===== config.mk =====
export PLATFORM = sky130hd
export DESIGN_NAME = cmdActTrigger
export DESIGN_NICKNAME = d
export VERILOG_FILES = /design/src/rtl/cmdActPkg.sv /design/src/rtl/cmdActCtrl.sv /design/src/rtl/cmdActData.sv /design/src/rtl/cmdActTrigger.sv
export SDC_FILE = /design/constraint.sdc
export NUM_CORES = 1
export LEC_CHECK = 0
export BUFFER_PORTS_ARGS = -buffer_cell sky130_fd_sc_hd__buf_2
export CAP_MARGIN = 20
export CORE_MARGIN = 2
export CORE_UTILIZATION = 58
export CTS_CLUSTER_DIAMETER = 100
export CTS_CLUSTER_SIZE = 40
export DETAILED_ROUTE_END_ITERATION = 6
export PLACE_DENSITY = 0.8
export SLEW_MARGIN = 20
export SYNTH_ARGS = -nofsm -noshare
export SYNTH_HDL_FRONTEND = slang
export SYNTH_SLANG_ARGS = --single-unit

===== constraint.sdc =====
create_clock -name clk -period 6.7 [get_ports clk]
set_input_delay 1.005 -clock clk [delete_from_list [all_inputs] [get_ports clk]]
set_output_delay 1.005 -clock clk [all_outputs]
set_load 0.005 [all_outputs]

===== src/rtl/cmdActPkg.sv =====
package cmdActPkg;
  // strobes from decode to datapath
  typedef struct packed {
    logic holdWr;     // load holding register
    logic lowStore;   // store lower half, no launch
    logic launchFull; // 64-bit write launches
    logic launchLow;  // lower half + holding register launches
    logic launchHigh; // upper half + stored lower half launches
    logic clearAll;   // discard stored lower halves
  } actStrobes_t;

  typedef enum logic {SZ_32 = 1'b0, SZ_64 = 1'b1} wrSize_e;
endpackage


===== src/rtl/cmdActCtrl.sv =====
module cmdActCtrl
  import cmdActPkg::*;
#(
  parameter int ADDR_W    = 12,
  parameter int NUM_SLOTS = 8,
  parameter int ACT_BASE  = 'h100,
  parameter int HOLD_ADDR = 'h0F0,
  localparam int SLOT_W   = $clog2(NUM_SLOTS),
  localparam int REGION_B = NUM_SLOTS * 8
) (
  input  logic              clk,
  input  logic              rst,
  input  logic              wrEn,
  input  logic [ADDR_W-1:0] wrAddr,
  input  logic              wrSize,
  input  logic              act32Mode,
  input  logic              flushReq,
  output actStrobes_t       strobes,
  output logic [SLOT_W-1:0] wrSlot
);
  logic [ADDR_W-1:0] offs;
  logic inRegion, aligned, isHigh, actHit, holdHit, wrOk, is64;

  always_comb begin
    offs     = wrAddr - ADDR_W'(ACT_BASE);
    inRegion = (wrAddr >= ADDR_W'(ACT_BASE)) && (offs < ADDR_W'(REGION_B));
    aligned  = (offs[1:0] == 2'b00);
    isHigh   = offs[2];
    wrSlot   = offs[SLOT_W+2:3];
    wrOk     = wrEn && !flushReq;
    actHit   = wrOk && inRegion && aligned;
    holdHit  = wrOk && (wrAddr == ADDR_W'(HOLD_ADDR));
    is64     = (wrSize_e'(wrSize) == SZ_64);

    strobes            = '0;
    strobes.clearAll   = flushReq;
    strobes.holdWr     = holdHit;
    strobes.launchFull = actHit && !isHigh && is64;
    strobes.launchLow  = actHit && !isHigh && !is64 && act32Mode;
    strobes.lowStore   = actHit && !isHigh && !is64 && !act32Mode;
    strobes.launchHigh = actHit && isHigh && !is64;
  end


  strobes_exclusive_chk: assert property (@(posedge clk) disable iff (rst)
    $onehot0({strobes.holdWr, strobes.lowStore, strobes.launchFull,
              strobes.launchLow, strobes.launchHigh}));


  store_only_clear_mode_chk: assert property (@(posedge clk) disable iff (rst)
    strobes.lowStore |-> !act32Mode);


  flush_blocks_writes_chk: assert property (@(posedge clk) disable iff (rst)
    flushReq |-> !(strobes.lowStore || strobes.launchFull || strobes.launchLow
                   || strobes.launchHigh || strobes.holdWr));
endmodule


===== src/rtl/cmdActData.sv =====
module cmdActData
  import cmdActPkg::*;
#(
  parameter int ADDR_W    = 12,
  parameter int NUM_SLOTS = 8,
  parameter int HOLD_ADDR = 'h0F0,
  localparam int SLOT_W   = $clog2(NUM_SLOTS)
) (
  input  logic              clk,
  input  logic              rst,
  input  actStrobes_t       strobes,
  input  logic [SLOT_W-1:0] wrSlot,
  input  logic [63:0]       wrData,
  input  logic [ADDR_W-1:0] rdAddr,
  output logic [31:0]       rdData,
  output logic              startValid,
  output logic [SLOT_W-1:0] startSlot,
  output logic [63:0]       startPtr
);
  logic [31:0] holdReg;
  logic [31:0] lowMem [NUM_SLOTS];
  logic        anyLaunch;
  logic [63:0] nextPtr;

  always_comb begin
    anyLaunch = strobes.launchFull || strobes.launchLow || strobes.launchHigh;
    if (strobes.launchFull)     nextPtr = wrData;
    else if (strobes.launchLow) nextPtr = {holdReg, wrData[31:0]};
    else                        nextPtr = {wrData[31:0], lowMem[wrSlot]};
    rdData = (rdAddr == ADDR_W'(HOLD_ADDR)) ? holdReg : 32'h0;
  end

  always_ff @(posedge clk) begin
    if (rst) holdReg <= '0;
    else if (strobes.holdWr) holdReg <= wrData[31:0];
  end

  for (genvar s = 0; s < NUM_SLOTS; s++) begin : g_low
    always_ff @(posedge clk) begin
      if (rst || strobes.clearAll) lowMem[s] <= '0;
      else if (wrSlot == SLOT_W'(s)) begin
        if (strobes.lowStore) lowMem[s] <= wrData[31:0];
        else if (anyLaunch)   lowMem[s] <= '0;
      end
    end
  end

  always_ff @(posedge clk) begin
    if (rst) begin
      startValid <= 1'b0;
      startSlot  <= '0;
      startPtr   <= '0;
    end else begin
      startValid <= anyLaunch;
      if (anyLaunch) begin
        startSlot <= wrSlot;
        startPtr  <= nextPtr;
      end
    end
  end


  low_store_kept_chk: assert property (@(posedge clk) disable iff (rst)
    strobes.lowStore |=> !startValid && lowMem[$past(wrSlot)] == $past(wrData[31:0]));


  high_uses_stored_chk: assert property (@(posedge clk) disable iff (rst)
    strobes.launchHigh |=> startValid && startPtr[31:0] == $past(lowMem[wrSlot]));


  start_consumes_low_chk: assert property (@(posedge clk) disable iff (rst)
    anyLaunch |=> lowMem[$past(wrSlot)] == 32'h0);


  flush_no_start_chk: assert property (@(posedge clk) disable iff (rst)
    strobes.clearAll |=> !startValid);


  low_launch_hold_chk: assert property (@(posedge clk) disable iff (rst)
    strobes.launchLow |=> startValid && startPtr[63:32] == $past(holdReg));
endmodule


===== src/rtl/cmdActTrigger.sv =====
module cmdActTrigger
  import cmdActPkg::*;
#(
  parameter int ADDR_W    = 12,
  parameter int NUM_SLOTS = 8,
  parameter int ACT_BASE  = 'h100,
  parameter int HOLD_ADDR = 'h0F0,
  localparam int SLOT_W   = $clog2(NUM_SLOTS)
) (
  input  logic              clk,
  input  logic              rst,
  input  logic              wrEn,
  input  logic [ADDR_W-1:0] wrAddr,
  input  logic [63:0]       wrData,
  input  logic              wrSize,
  input  logic              act32Mode,
  input  logic              flushReq,
  input  logic [ADDR_W-1:0] rdAddr,
  output logic [31:0]       rdData,
  output logic              startValid,
  output logic [SLOT_W-1:0] startSlot,
  output logic [63:0]       startPtr
);
  actStrobes_t       strobes;
  logic [SLOT_W-1:0] wrSlot;

  cmdActCtrl #(.ADDR_W(ADDR_W), .NUM_SLOTS(NUM_SLOTS), .ACT_BASE(ACT_BASE),
               .HOLD_ADDR(HOLD_ADDR)) uCtrl (
    .clk(clk), .rst(rst), .wrEn(wrEn), .wrAddr(wrAddr), .wrSize(wrSize),
    .act32Mode(act32Mode), .flushReq(flushReq), .strobes(strobes), .wrSlot(wrSlot));

  cmdActData #(.ADDR_W(ADDR_W), .NUM_SLOTS(NUM_SLOTS), .HOLD_ADDR(HOLD_ADDR)) uData (
    .clk(clk), .rst(rst), .strobes(strobes), .wrSlot(wrSlot), .wrData(wrData),
    .rdAddr(rdAddr), .rdData(rdData), .startValid(startValid),
    .startSlot(startSlot), .startPtr(startPtr));


  pulse_follows_write_chk: assert property (@(posedge clk) disable iff (rst)
    startValid |-> $past(wrEn) && !$past(flushReq));
endmodule


==> results of run 1 <==
-- cells in the mapped netlist, types with 2 or more instances --
library cell,instances
and2_1,34
o31ai_1,2
a311oi_1,8
buf_1,11
clkbuf_1,57
edfxtp_1,256
nand2_1,66
nor4b_1,4
or4_1,2
nor2b_1,2
nor2_1,319
nand4_1,6
a221o_1,24
buf_2,30
a21oi_1,13
nand3b_1,33
nand3_1,11
nor3_1,5
dfxtp_1,100
or3_1,2
mux2i_1,119
nand2b_1,33
o21ai_0,9
a22oi_1,17
mux4_2,48
o211ai_1,8
or2_2,3
o221ai_1,31
-- through the flow --
stage	std cells	util	instance area (sq um)
after CTS	1752	0.649	17400
after detailed placement	1731	0.634	17000
after floorplan	1271	-	15800
final	1752	0.649	17400
after global routing	1752	0.649	17400
after global placement	1731	0.634	17000
-- kinds of logic after synthesis --
| logic type | share of synthesized area |
|---|---|
| compound gates | 0.0584 |
| buf+inv | 0.0259 |
| flops | 0.614 |
| mux | 0.144 |
| simple gates | 0.158 |
-- worst max-delay path by stage --
stage / from / end / slack, ps / cells after the start
final: rdAddr[10] / rdData[30] / 3120 / 6
after global routing: rdAddr[10] / rdData[21] / 3020 / 6
after CTS: rdAddr[10] / rdData[23] / 3110 / 6
after detailed placement: wrAddr[1] / uData.lowMem[2][16]$_SDFFCE_PP0P_ / 2710 / 6
after global placement: wrAddr[1] / uData.lowMem[4][26]$_SDFFCE_PP0P_ / 2790 / 6
after floorplan: wrAddr[1] / uData.lowMem[4][0]$_SDFFCE_PP0P_ / 1540 / 4
-- power by group through the flow --
stage | Sequential [mW] | Clock [mW] | Combinational [mW]
final | 2.45 | 1.04 | 0.290
after global routing | 2.46 | 1.12 | 0.307
after CTS | 2.45 | 1.05 | 0.290
after detailed placement | 2.50 | 0 | 0.289
after global placement | 2.49 | 0 | 0.284
after floorplan | 2.50 | 0 | 0.171
-- worst max-delay path, delay by kind of cell --
| kind | cells | cell delay [ps] |
|---|---|---|
| buffers and inverters | 3 | 530 |
| AND/OR/NAND/NOR | 3 | 1030 |
-- layer usage --
| metal | GRT usage | up-vias | share of wire | routed length, um |
|---|---|---|---|---|
| met5 | 0 | - | 0 | 0 |
| met4 | 0.116 | 0 | 0.042 | 1710 |
| met3 | 0.0288 | 87 | 0.073 | 2960 |
| met2 | 0.481 | 536 | 0.50 | 20100 |
| met1 | 0.381 | 5437 | 0.39 | 15700 |
| li1 | - | 4921 | - | - |
-- cell usage in the layout, fill, tap and decap left out, types with 4 or more instances in the layout --
cell / n
o211ai_1: 8
nand3_1: 11
nor4b_1: 4
nor2_1: 318
o21ai_2: 6
buf_4: 26
nand3b_1: 33
a21oi_1: 12
edfxtp_1: 256
mux4_2: 48
dfxtp_1: 100
and2_1: 33
a22oi_1: 17
mux2i_1: 119
buf_2: 191
o221ai_1: 31
clkbuf_16: 13
nand2b_1: 33
nand4_1: 6
a221o_1: 24
a311oi_1: 8
nand2_1: 66
-- sequential cells by signal, indices dropped and copies added, names as in the netlist --
name / cells
uData.startSlot: 3
uData.startValid: 1
uData.lowMem: 256
uData.holdReg: 32
uData.startPtr: 64
-- cell type report --
cell class,count,area share
timing repair buffer,217,0.0660
tap,341,0.0245
clock inverter,5,0.00294
clock buffer,16,0.0193
inverter,1,0.000215
multi-input combinational,816,0.331
sequential,356,0.556
==> metrics.cfg, run 1 <==
[clock_network]
cts-resized-gates=0
clkSinkCount=356
cts_setup_buffers=0
cts-root-buf=clkbuf_16
clk_pin_slew_ps=130
clk_latency_ps=520
hold_buffers=0
cts_buffer_depth=3
cts_tree=yes
h-tree-depth=1
cts_made_buffers=13

[synthesis]
synth-main-ff-cell=edfxtp_1
synth.distinct_cells=46
synthArstFlopShare=0
synth_edf_count=256
synthTopCellsByArea=edfxtp_1 (49%), dfxtp_1 (13%), nor2_1 (7.6%)
synth_top_area_frac=0.487
ys_warn_count=0
syn_inst=1271
synth.net_count=1365
syn_area_per_cell_sq_um=12.4
ys_seq_area_frac=0.614
ys_ff_latch=356
yosysTopAreaCell=edfxtp_1
synthesis.area_sq_mm=0.0158

[critical_path]
regToRegStartpoint=uData.lowMem[4][21]$_SDFFCE_PP0P_
critPathMaxFanout=32
slowest_stage=or4b_2
rrSetupSlack_ps=5190
cpMostUsedCell=buf_2
worstSetupPathType=input pin to output port
cp.arrival_ps=2570
timing.rr.end=uData.startPtr[21]$_SDFFE_PP0P_
end_kind=output port
slowest_delay_ps=670
required_ps=5690
worstPathCellList=buf_2 -> or4b_2 -> nor3_2 -> buf_4 -> and2_1 -> buf_2
start_kind=input pin
ff2ff_path_depth=4

[floorplan]
std_cell_rows=60
fp.coreArea_sq_mm=0.0269
die-area_sq_mm=0.0286
io_pins=194
die_h_um=169
initial_utilization=0.588
die_width_um=169

[hold_path]
whs_endpoint=uData.startSlot[0]$_SDFFE_PP0P_
hold_path_depth=2
hold_class=flop to flop
min-delay-start=uData.startSlot[0]$_SDFFE_PP0P_

[timing]
fin_ws_ps=3120
clock.fmax_mhz=280
min_period_ps=3580
timing.final.crit_share=0.534
fin_setup_tns_ps=0
maxSlewHeadroom=0.299
final-setup-viol-count=0
drv_slew=0
fin_worst_skew_ps=22.1
whs_ps=491
hold_violations=0
rsz0062_at_grt=no
worst_pin_slew_ps=1050

[power]
p_int_mw=2.92
power.density_mw_per_mm2=217
irDropWorstVdd_uv=171
power_frac_clock=0.276
leakagePower_nw=6.86
total_power_mw=3.78
switching_power_mw=0.862
p_sw_frac=0.228
p_seq_frac=0.648
comb_power_share=0.077

[detailed_routing]
wire_per_inst_um=23.1
drt_wl_total_um=40500
drtAntennaViolNets=0
route.detailed.drc=0
firstDrtPassIters=5
drtIter0Drc=1274
avgViaCountPerCell=6.27
vias=10981

[cells_and_area]
fillers=1997
multi_input_area_sq_mm=0.00578
drive_gt1_frac=0.219
syn_to_final_growth_pct=10.4
diodes=0
finalNetCount=1499
ff_latch_area_sq_mm=0.00969

[global_routing]
grt_pass1_vias=10941
track_usage=0.284
antenna_found_initial=0
grt.overflow.total=0
grt_pass1_wl_um=62200
grt_max_degree=115

[placed_design]
numPortBuffers=193
gp_congestion=0.873
place.detailed.hpwl_um=25200
pre_cts_ws_ps=2710

[outcome]
status=complete, no violations

[job]
maxCapViolCount=0

No activity file was read; power rests on OpenSTA's default activity.
==> run 2: changes to the inputs <==
--- a/config.mk
+++ b/config.mk
@@ -5,14 +5,15 @@
 export SDC_FILE = /design/constraint.sdc
 export NUM_CORES = 1
 export LEC_CHECK = 0
+export ABC_AREA = 1
 export BUFFER_PORTS_ARGS = -buffer_cell sky130_fd_sc_hd__buf_2
 export CAP_MARGIN = 20
 export CORE_MARGIN = 2
-export CORE_UTILIZATION = 58
+export CORE_UTILIZATION = 53
 export CTS_CLUSTER_DIAMETER = 100
 export CTS_CLUSTER_SIZE = 40
 export DETAILED_ROUTE_END_ITERATION = 6
-export PLACE_DENSITY = 0.8
+export PLACE_DENSITY = 0.77
 export SLEW_MARGIN = 20
 export SYNTH_ARGS = -nofsm -noshare
 export SYNTH_HDL_FRONTEND = slang
==> constraint.sdc (replaced) <==
create_clock -name clk -period 3.05 [get_ports clk]
set_input_delay 0.4575 -clock clk [delete_from_list [all_inputs] [get_ports clk]]
set_output_delay 0.4575 -clock clk [all_outputs]
set_load 0.005 [all_outputs]
==> run 2 against run 1 <==
Against the previous run:
- first-iteration DRC count rose by 19%
- clock skew barely moved
- die area rose by 11%
- non-clock buffer count rose by 10
- via count rose by 21%
- utilization fell by 5.2 points
- clock-buffer cell count rose by 1
- setup slack got worse by 2200 ps
==> metrics.cfg, run 2 <==
[floorplan]
initial_utilization=0.540  ; was 0.588
die-area_sq_mm=0.0317  ; was 0.0286 sq mm
std_cell_rows=63  ; was 60
die_width_um=178  ; was 169 um
die_h_um=178  ; was 169 um
fp.coreArea_sq_mm=0.0297  ; was 0.0269 sq mm
io_pins=194  ; unchanged

[detailed_routing]
route.detailed.drc=0  ; unchanged
drtAntennaViolNets=0  ; unchanged
avgViaCountPerCell=5.68  ; was 6.27
wire_per_inst_um=19.4  ; was 23.1 um
vias=13332  ; was 10,981
drtIter0Drc=1516  ; was 1,274
firstDrtPassIters=6  ; was 5
drt_wl_total_um=45500  ; was 40,500 um

[placed_design]
dp.cells=2328  ; was 1,731
pre_cts_ws_ps=427  ; was 2710 ps
placedInstanceArea_sq_mm=0.0173  ; was 0.0170 sq mm
gp_congestion=0.918  ; was 0.873
numPortBuffers=193  ; unchanged
place.detailed.hpwl_um=28900  ; was 25,200 um

[critical_path]
end_kind=flop  ; was output port
timing.rr.end=uData.startPtr[18]$_SDFFE_PP0P_  ; was uData.startPtr[21]$_SDFFE_PP0P_
cpMostUsedCell=nand2_1  ; was buf_2
rrSetupSlack_ps=1830  ; was 5190 ps
start_kind=input pin  ; unchanged
path_buf_inv=3  ; unchanged
regToRegStartpoint=uData.lowMem[4][18]$_SDFFCE_PP0P_  ; was uData.lowMem[4][21]$_SDFFCE_PP0P_
slowest_delay_ps=350  ; was 670 ps
slowest_stage=nor2_1  ; was or4b_2
ff2ff_path_depth=6  ; was 4
critPathMaxFanout=21  ; was 32
worstPathCellList=buf_2 -> inv_1 -> nand2_1 -> nor2_2 -> nand3_2 -> nor2_4 -> nand2_2 -> nor2_1 -> o21ai_0 -> nand2_1 -> buf_4  ; was buf_2 -> or4b_2 -> nor3_2 -> buf_4 -> and2_1 -> buf_2
required_ps=3250  ; was 5690 ps
worstSetupPathType=input pin to flop  ; was input pin to output port
cp.arrival_ps=2300  ; was 2570 ps
critical_path.top_delay_family=simple AND/OR/NAND/NOR gates  ; unchanged
crit_start=flushReq  ; was rdAddr[10]

[global_routing]
grt.overflow.total=0  ; unchanged
grt_pass1_wl_um=70200  ; was 62,200 um
grt_pass1_vias=12958  ; was 10,941
track_usage=0.288  ; was 0.284
antenna_found_initial=0  ; unchanged
grt_max_degree=65  ; was 115

[synthesis]
synthTopCellsByArea=edfxtp_1 (48%), dfxtp_1 (12%), nand2_1 (12%)  ; was edfxtp_1 (49%), dfxtp_1 (13%), nor2_1 (7.6%)
ys_seq_area_frac=0.604  ; was 0.614
synth.net_count=1915  ; was 1,365
synth_common_cells=nand2_1 (525), nor2_1 (371), edfxtp_1 (256), nand3_1 (130), dfxtp_1 (100)  ; was nor2_1 (319), edfxtp_1 (256), mux2i_1 (119), dfxtp_1 (100), nand2_1 (66)
ys_warn_count=0  ; unchanged
syn_inst=1821  ; was 1,271
synthArstFlopShare=0  ; unchanged
synth.distinct_cells=28  ; was 46
synth_top_area_frac=0.479  ; was 0.487
synth_edf_count=256  ; unchanged
ys_ff_latch=356  ; unchanged
synthesis.area_sq_mm=0.0160  ; was 0.0158 sq mm
yosysTopAreaCell=edfxtp_1  ; unchanged
synth_most_common_cell=nand2_1  ; was nor2_1
synth-main-ff-cell=edfxtp_1  ; unchanged
syn_area_per_cell_sq_um=8.80  ; was 12.4 sq um

[power]
power_frac_clock=0.279  ; was 0.276
switching_power_mw=2.00  ; was 0.862 mW
p_int_mw=6.35  ; was 2.92 mW
leakagePower_nw=7.98  ; was 6.86 nW
comb_power_share=0.077  ; about the same
total_power_mw=8.35  ; was 3.78 mW
p_seq_frac=0.645  ; was 0.648
power.density_mw_per_mm2=471  ; was 217 mW/mm^2
p_sw_frac=0.240  ; was 0.228
irDropWorstVdd_uv=423  ; was 171 uV

[cells_and_area]
drive_gt1_frac=0.140  ; was 0.219
syn_to_final_growth_pct=10.6  ; was 10.4%
finalNonFillerCells=2349  ; was 1,752
final_cell_mix=nand2_1 (525), nor2_1 (367), edfxtp_1 (256), buf_2 (193), nand3_1 (128)  ; was nor2_1 (318), edfxtp_1 (256), buf_2 (191), mux2i_1 (119), dfxtp_1 (100)
post-route-util=0.597  ; was 0.649
reg_top3=uData.lowMem x256, uData.startPtr x64, uData.holdReg x32  ; unchanged
final_common_cell=nand2_1  ; was nor2_1
fillers=2526  ; was 1,997
regMostFlops=uData.lowMem  ; unchanged
largest_register_ffs=256  ; unchanged
finalNetCount=2047  ; was 1,499
diodes=0  ; unchanged
final_area_sq_mm=0.0177  ; was 0.0174 sq mm

[clock_network]
cts-root-buf=clkbuf_16  ; unchanged
h-tree-depth=1  ; unchanged
clk_latency_ps=520  ; about the same
hold_buffers=0  ; unchanged
cts-resized-gates=0  ; unchanged
cts_tree=yes  ; unchanged
cts_setup_buffers=0  ; unchanged
clk_pin_slew_ps=140  ; was 130 ps
clkSinkCount=356  ; unchanged
cts_made_buffers=13  ; unchanged
cts_buffer_depth=3  ; unchanged

[timing]
rsz0062_at_grt=no  ; unchanged
fin_worst_skew_ps=21.8  ; was 22.1 ps
maxSlewHeadroom=0.332  ; was 0.299
fin_ws_ps=945  ; was 3120 ps
hold_violations=0  ; unchanged
min_period_ps=2100
clock.fmax_mhz=475
fin_setup_tns_ps=0  ; unchanged
drv_slew=0  ; unchanged
whs_ps=239  ; was 491 ps
worst_pin_slew_ps=1000  ; was 1050 ps
final-setup-viol-count=0  ; unchanged
timing.final.crit_share=0.690

[outcome]
status=complete, no violations  ; unchanged

[hold_path]
min-delay-start=wrData[20]  ; was uData.startSlot[0]$_SDFFE_PP0P_
hold_path_depth=3  ; was 2
hold_class=input pin to flop  ; was flop to flop
whs_endpoint=uData.holdReg[20]$_SDFFE_PP0P_  ; was uData.startSlot[0]$_SDFFE_PP0P_

[job]
maxCapViolCount=0  ; unchanged

-- run 2: cell families after synthesis --
group | after synthesis | synth area share
DFF | 356 | 0.604
and+or+nand+nor | 1120 | 0.292
AOI/OAI and AO/OA | 125 | 0.0403
buffers and inverters | 220 | 0.0632
-- run 2: power groups by stage --
stage          Combinational (mW)  Clock [mW]  Sequential (mW)
2_1_floorplan               0.336           0             5.48
3_3_place_gp                0.616           0             5.48
3_5_place_dp                0.629           0             5.49
4_1_cts                     0.632        2.34             5.38
5_1_grt                     0.691        2.48             5.40
6_report                    0.641        2.33             5.38
-- run 2: how the worst max path moves through the flow --
stage | endpoint | slack (ps) | depth (start not counted)
after floorplan | uData.lowMem[0][0]$_SDFFCE_PP0P_ | 330 | 10
after global placement | uData.lowMem[3][26]$_SDFFCE_PP0P_ | 510 | 11
after detailed placement | uData.lowMem[3][26]$_SDFFCE_PP0P_ | 430 | 11
after CTS | uData.lowMem[3][12]$_SDFFCE_PP0P_ | 970 | 11
after global routing | uData.startPtr[29]$_SDFFE_PP0P_ | 780 | 11
final | uData.lowMem[3][21]$_SDFFCE_PP0P_ | 950 | 11
-- run 2: metal layers --
layer  GRT usage  part of all wire
met1       0.386              0.39
met2       0.480              0.48
met3      0.0420              0.10
met4      0.0987             0.028
met5           0                 0
-- run 2: area by class of cell --
cell class                 count  area (sq um)  share of cell area
tap                          390           488              0.0275
timing repair buffer         227          1360              0.0766
clock buffer                  17           340              0.0192
multi-input combinational   1245          5390               0.304
clock inverter                 4          60.1             0.00339
inverter                     110           413              0.0233
sequential                   356          9690               0.546
-- run 2: worst reg2reg max path: cells and delay by family (launching register included) --
family	cells	cell delay (ps)
DFF	1	400
and+or+nand+nor	5	460
AOI/OAI and AO/OA	1	280
==> run 3: changes to the inputs <==
--- a/config.mk
+++ b/config.mk
@@ -5,7 +5,7 @@
 export SDC_FILE = /design/constraint.sdc
 export NUM_CORES = 1
 export LEC_CHECK = 0
-export ABC_AREA = 1
+export ABC_AREA = 0
 export BUFFER_PORTS_ARGS = -buffer_cell sky130_fd_sc_hd__buf_2
 export CAP_MARGIN = 20
 export CORE_MARGIN = 2
==> constraint.sdc (replaced) <==
create_clock -name clk -period 1.8 [get_ports clk]
set_input_delay 0.27 -clock clk [delete_from_list [all_inputs] [get_ports clk]]
set_output_delay 0.27 -clock clk [all_outputs]
set_load 0.005 [all_outputs]
==> run 3 against run 2 <==
Against the previous run:
- total power up 72%
- cell count is 20% lower
- wire length decreased by 6.4%
- the flow now finishes with violations (setup timing)
==> metrics.cfg, run 3 (same netlist as run 1, synthesis figures left out) <==
[outcome]
status=complete, but fails checks  ; was complete, no violations
violations=setup timing

[critical_path]
start_kind=input pin  ; unchanged
crit_cells=7  ; was 11
cpMostUsedCell=buf_6  ; was nand2_1
slowest_stage=or4b_4  ; was nor2_1
critPathMaxFanout=11  ; was 21
required_ps=1530  ; was 3250 ps
end_kind=output port  ; was flop
endpoint=rdData[10]  ; was uData.lowMem[3][21]$_SDFFCE_PP0P_
worstSetupPathType=input pin to output port  ; was input pin to flop
ff2ff_path_depth=4  ; was 6
rrSetupSlack_ps=300  ; was 1830 ps
crit_start=rdAddr[3]  ; was flushReq
critical_path.top_delay_family=simple AND/OR/NAND/NOR gates  ; unchanged
slowest_delay_ps=540  ; was 350 ps
worstPathCellList=buf_6 -> or4b_4 -> nor3_4 -> buf_6 -> buf_12 -> and2_1 -> buf_2  ; was buf_2 -> inv_1 -> nand2_1 -> nor2_2 -> nand3_2 -> nor2_4 -> nand2_2 -> nor2_1 -> o21ai_0 -> nand2_1 -> buf_4
regToRegStartpoint=uData.lowMem[7][27]$_SDFFCE_PP0P_  ; was uData.lowMem[4][18]$_SDFFCE_PP0P_
timing.rr.end=uData.startPtr[27]$_SDFFE_PP0P_  ; was uData.startPtr[18]$_SDFFE_PP0P_
path_buf_inv=4  ; was 3
cp.arrival_ps=1690  ; was 2300 ps

[power]
irDropWorstVdd_uv=620  ; was 423 uV
power.density_mw_per_mm2=763  ; was 471 mW/mm^2
leakagePower_nw=7.53  ; was 7.98 nW

[timing]
worst_pin_slew_ps=693  ; was 1000 ps
min_period_ps=1960
fin_worst_skew_ps=18.6  ; was 21.8 ps
hold_violations=0  ; unchanged
maxSlewHeadroom=0.537  ; was 0.332
final-setup-viol-count=32  ; was 0
fin_ws_ps=-156  ; was 945 ps
rsz0062_at_grt=yes  ; was no
timing.final.crit_share=1.09
clock.fmax_mhz=511
drv_slew=0  ; unchanged

[floorplan]
io_pins=194  ; unchanged
die_h_um=177  ; was 178 um
die_width_um=177  ; was 178 um
die-area_sq_mm=0.0312  ; was 0.0317 sq mm
initial_utilization=0.536  ; was 0.540
std_cell_rows=63  ; unchanged
fp.coreArea_sq_mm=0.0295  ; was 0.0297 sq mm

[placed_design]
gp_congestion=0.853  ; was 0.918
placedInstanceArea_sq_mm=0.0181  ; was 0.0173 sq mm
place.detailed.hpwl_um=27100  ; was 28,900 um
numPortBuffers=193  ; unchanged

[detailed_routing]
route.detailed.drc=0  ; unchanged
drt_wl_total_um=42600  ; was 45,500 um
wire_per_inst_um=22.6  ; was 19.4 um
firstDrtPassIters=5  ; was 6
drtIter0Drc=1251  ; was 1,516
drtAntennaViolNets=0  ; unchanged
avgViaCountPerCell=6.07  ; was 5.68
vias=11453  ; was 13,332

[global_routing]
grt.overflow.total=0  ; unchanged
grt_max_degree=75  ; was 65
grt_pass1_wl_um=65200  ; was 70,200 um
track_usage=0.274  ; was 0.288
antenna_found_initial=0  ; unchanged
grt_pass1_vias=11469  ; was 12,958

[clock_network]
clk_pin_slew_ps=120  ; was 140 ps
clk_latency_ps=520  ; about the same
cts-root-buf=clkbuf_16  ; unchanged
cts_tree=yes  ; unchanged
h-tree-depth=1  ; unchanged
cts_buffer_depth=3  ; unchanged
cts_made_buffers=13  ; unchanged
clkSinkCount=356  ; unchanged

[cells_and_area]
post-route-util=0.641  ; was 0.597
drive_gt1_frac=0.258  ; was 0.140
final_common_cell=nor2_1  ; was nand2_1
fillers=2233  ; was 2,526
syn_to_final_growth_pct=19.6  ; was 10.6%
reg_top3=uData.lowMem x256, uData.startPtr x64, uData.holdReg x32  ; unchanged
final_cell_mix=nor2_1 (316), edfxtp_1 (256), buf_2 (182), mux2i_1 (119), dfxtp_1 (100)  ; was nand2_1 (525), nor2_1 (367), edfxtp_1 (256), buf_2 (193), nand3_1 (128)
regMostFlops=uData.lowMem  ; unchanged
diodes=0  ; unchanged
finalNetCount=1586  ; was 2,047
largest_register_ffs=256  ; unchanged
final_area_sq_mm=0.0189  ; was 0.0177 sq mm

[hold_path]
hold_class=input pin to flop  ; unchanged

[job]
maxCapViolCount=0  ; unchanged

run 3: cell types whose count changed in the layout (fill, tap and decap cells not counted), sizes merged, moves of 54 or more:
| cell | before | now |
|---|---|---|
| buf | 227 | 284 |
| mux2i | 0 | 119 |
| nand2 | 534 | 66 |
| inv | 87 | 4 |
| nand3 | 131 | 12 |
| nor2 | 373 | 319 |
run 3: routing by layer:
| layer | track usage | part of all wire | up-vias |
|---|---|---|---|
| met3 | 0.0226 | 0.066 | 89 |
| li1 | - | - | 5091 |
| met5 | 0 | 0 | - |
| met2 | 0.490 | 0.52 | 543 |
| met4 | 0.0806 | 0.030 | 0 |
| met1 | 0.358 | 0.38 | 5730 |
run 3: what timing repair did:
| item | CTS | global route |
|---|---|---|
| hold endpoints to repair | 19 | 1 |
| gates resized for setup | 10 | 15 |
| cloned | 2 | 0 |
| buffers inserted | 2 | 0 |
| setup endpoints to repair | 32 | 32 |
| hold buffers | 19 | 1 |
| pin swaps | 2 | 1 |
run 3: stage by stage:
| step | power (mW) | TNS [ps] | setup slack [ps] | hold WS, ps | instances |
|---|---|---|---|---|---|
| 2_1_floorplan | 9.94 | -159580 | -1080 | 409 | 1271 |
| 3_3_place_gp | 10.5 | -198270 | -419 | 459 | 1843 |
| 3_5_place_dp | 10.5 | -214930 | -462 | 461 | 1843 |
| 4_1_cts | 14.4 | -3690 | -133 | 0.701 | 1887 |
| 5_1_grt | 14.8 | -4970 | -174 | 12.3 | 1888 |
| 6_report | 14.4 | -4050 | -156 | 8.09 | 1888 |
run 3: layout make-up:
| cell class | count | area [sq um] | area share |
|---|---|---|---|
| inverters | 1 | 3.75 | 0.000199 |
| clock inverters | 3 | 40.0 | 0.00212 |
| repair buffers | 304 | 2430 | 0.129 |
| well taps | 390 | 488 | 0.0258 |
| flip-flops and latches | 356 | 9690 | 0.513 |
| clock buffers | 18 | 365 | 0.0193 |
| multi-input cells | 816 | 5870 | 0.311 |
run 3: how the worst min path moves through the flow:
| stage | start | endpoint | cells past startpoint |
|---|---|---|---|
| floorplan | wrData[0] | uData.startPtr[0]$_SDFFE_PP0P_ | 1 |
| global placement | uData.startSlot[0]$_SDFFE_PP0P_ | uData.startSlot[0]$_SDFFE_PP0P_ | 2 |
| detailed placement | uData.startPtr[9]$_SDFFE_PP0P_ | uData.startPtr[9]$_SDFFE_PP0P_ | 1 |
| CTS | wrData[44] | uData.startPtr[44]$_SDFFE_PP0P_ | 3 |
| global route | wrData[39] | uData.startPtr[39]$_SDFFE_PP0P_ | 3 |
| finish | wrData[43] | uData.startPtr[43]$_SDFFE_PP0P_ | 3 |
run 3: worst register-to-register path, stage by stage (launching register included):
cell and delay (ps):
edfxtp_1 390, mux4_2 490, mux2i_1 210, nor2_1 60, a221o_1 250
run 3: where the power goes:
| part | total (mW) | internal [mW] | switching (mW) | leakage (nW) |
|---|---|---|---|---|
| Sequential | 9.12 | 9.04 | 0.0831 | 3.59 |
| Clock | 4.00 | 1.51 | 2.48 | 0.199 |
| Combinational | 1.29 | 0.579 | 0.710 | 3.74 |
| Total | 14.4 | 11.1 | 3.28 | 7.53 |
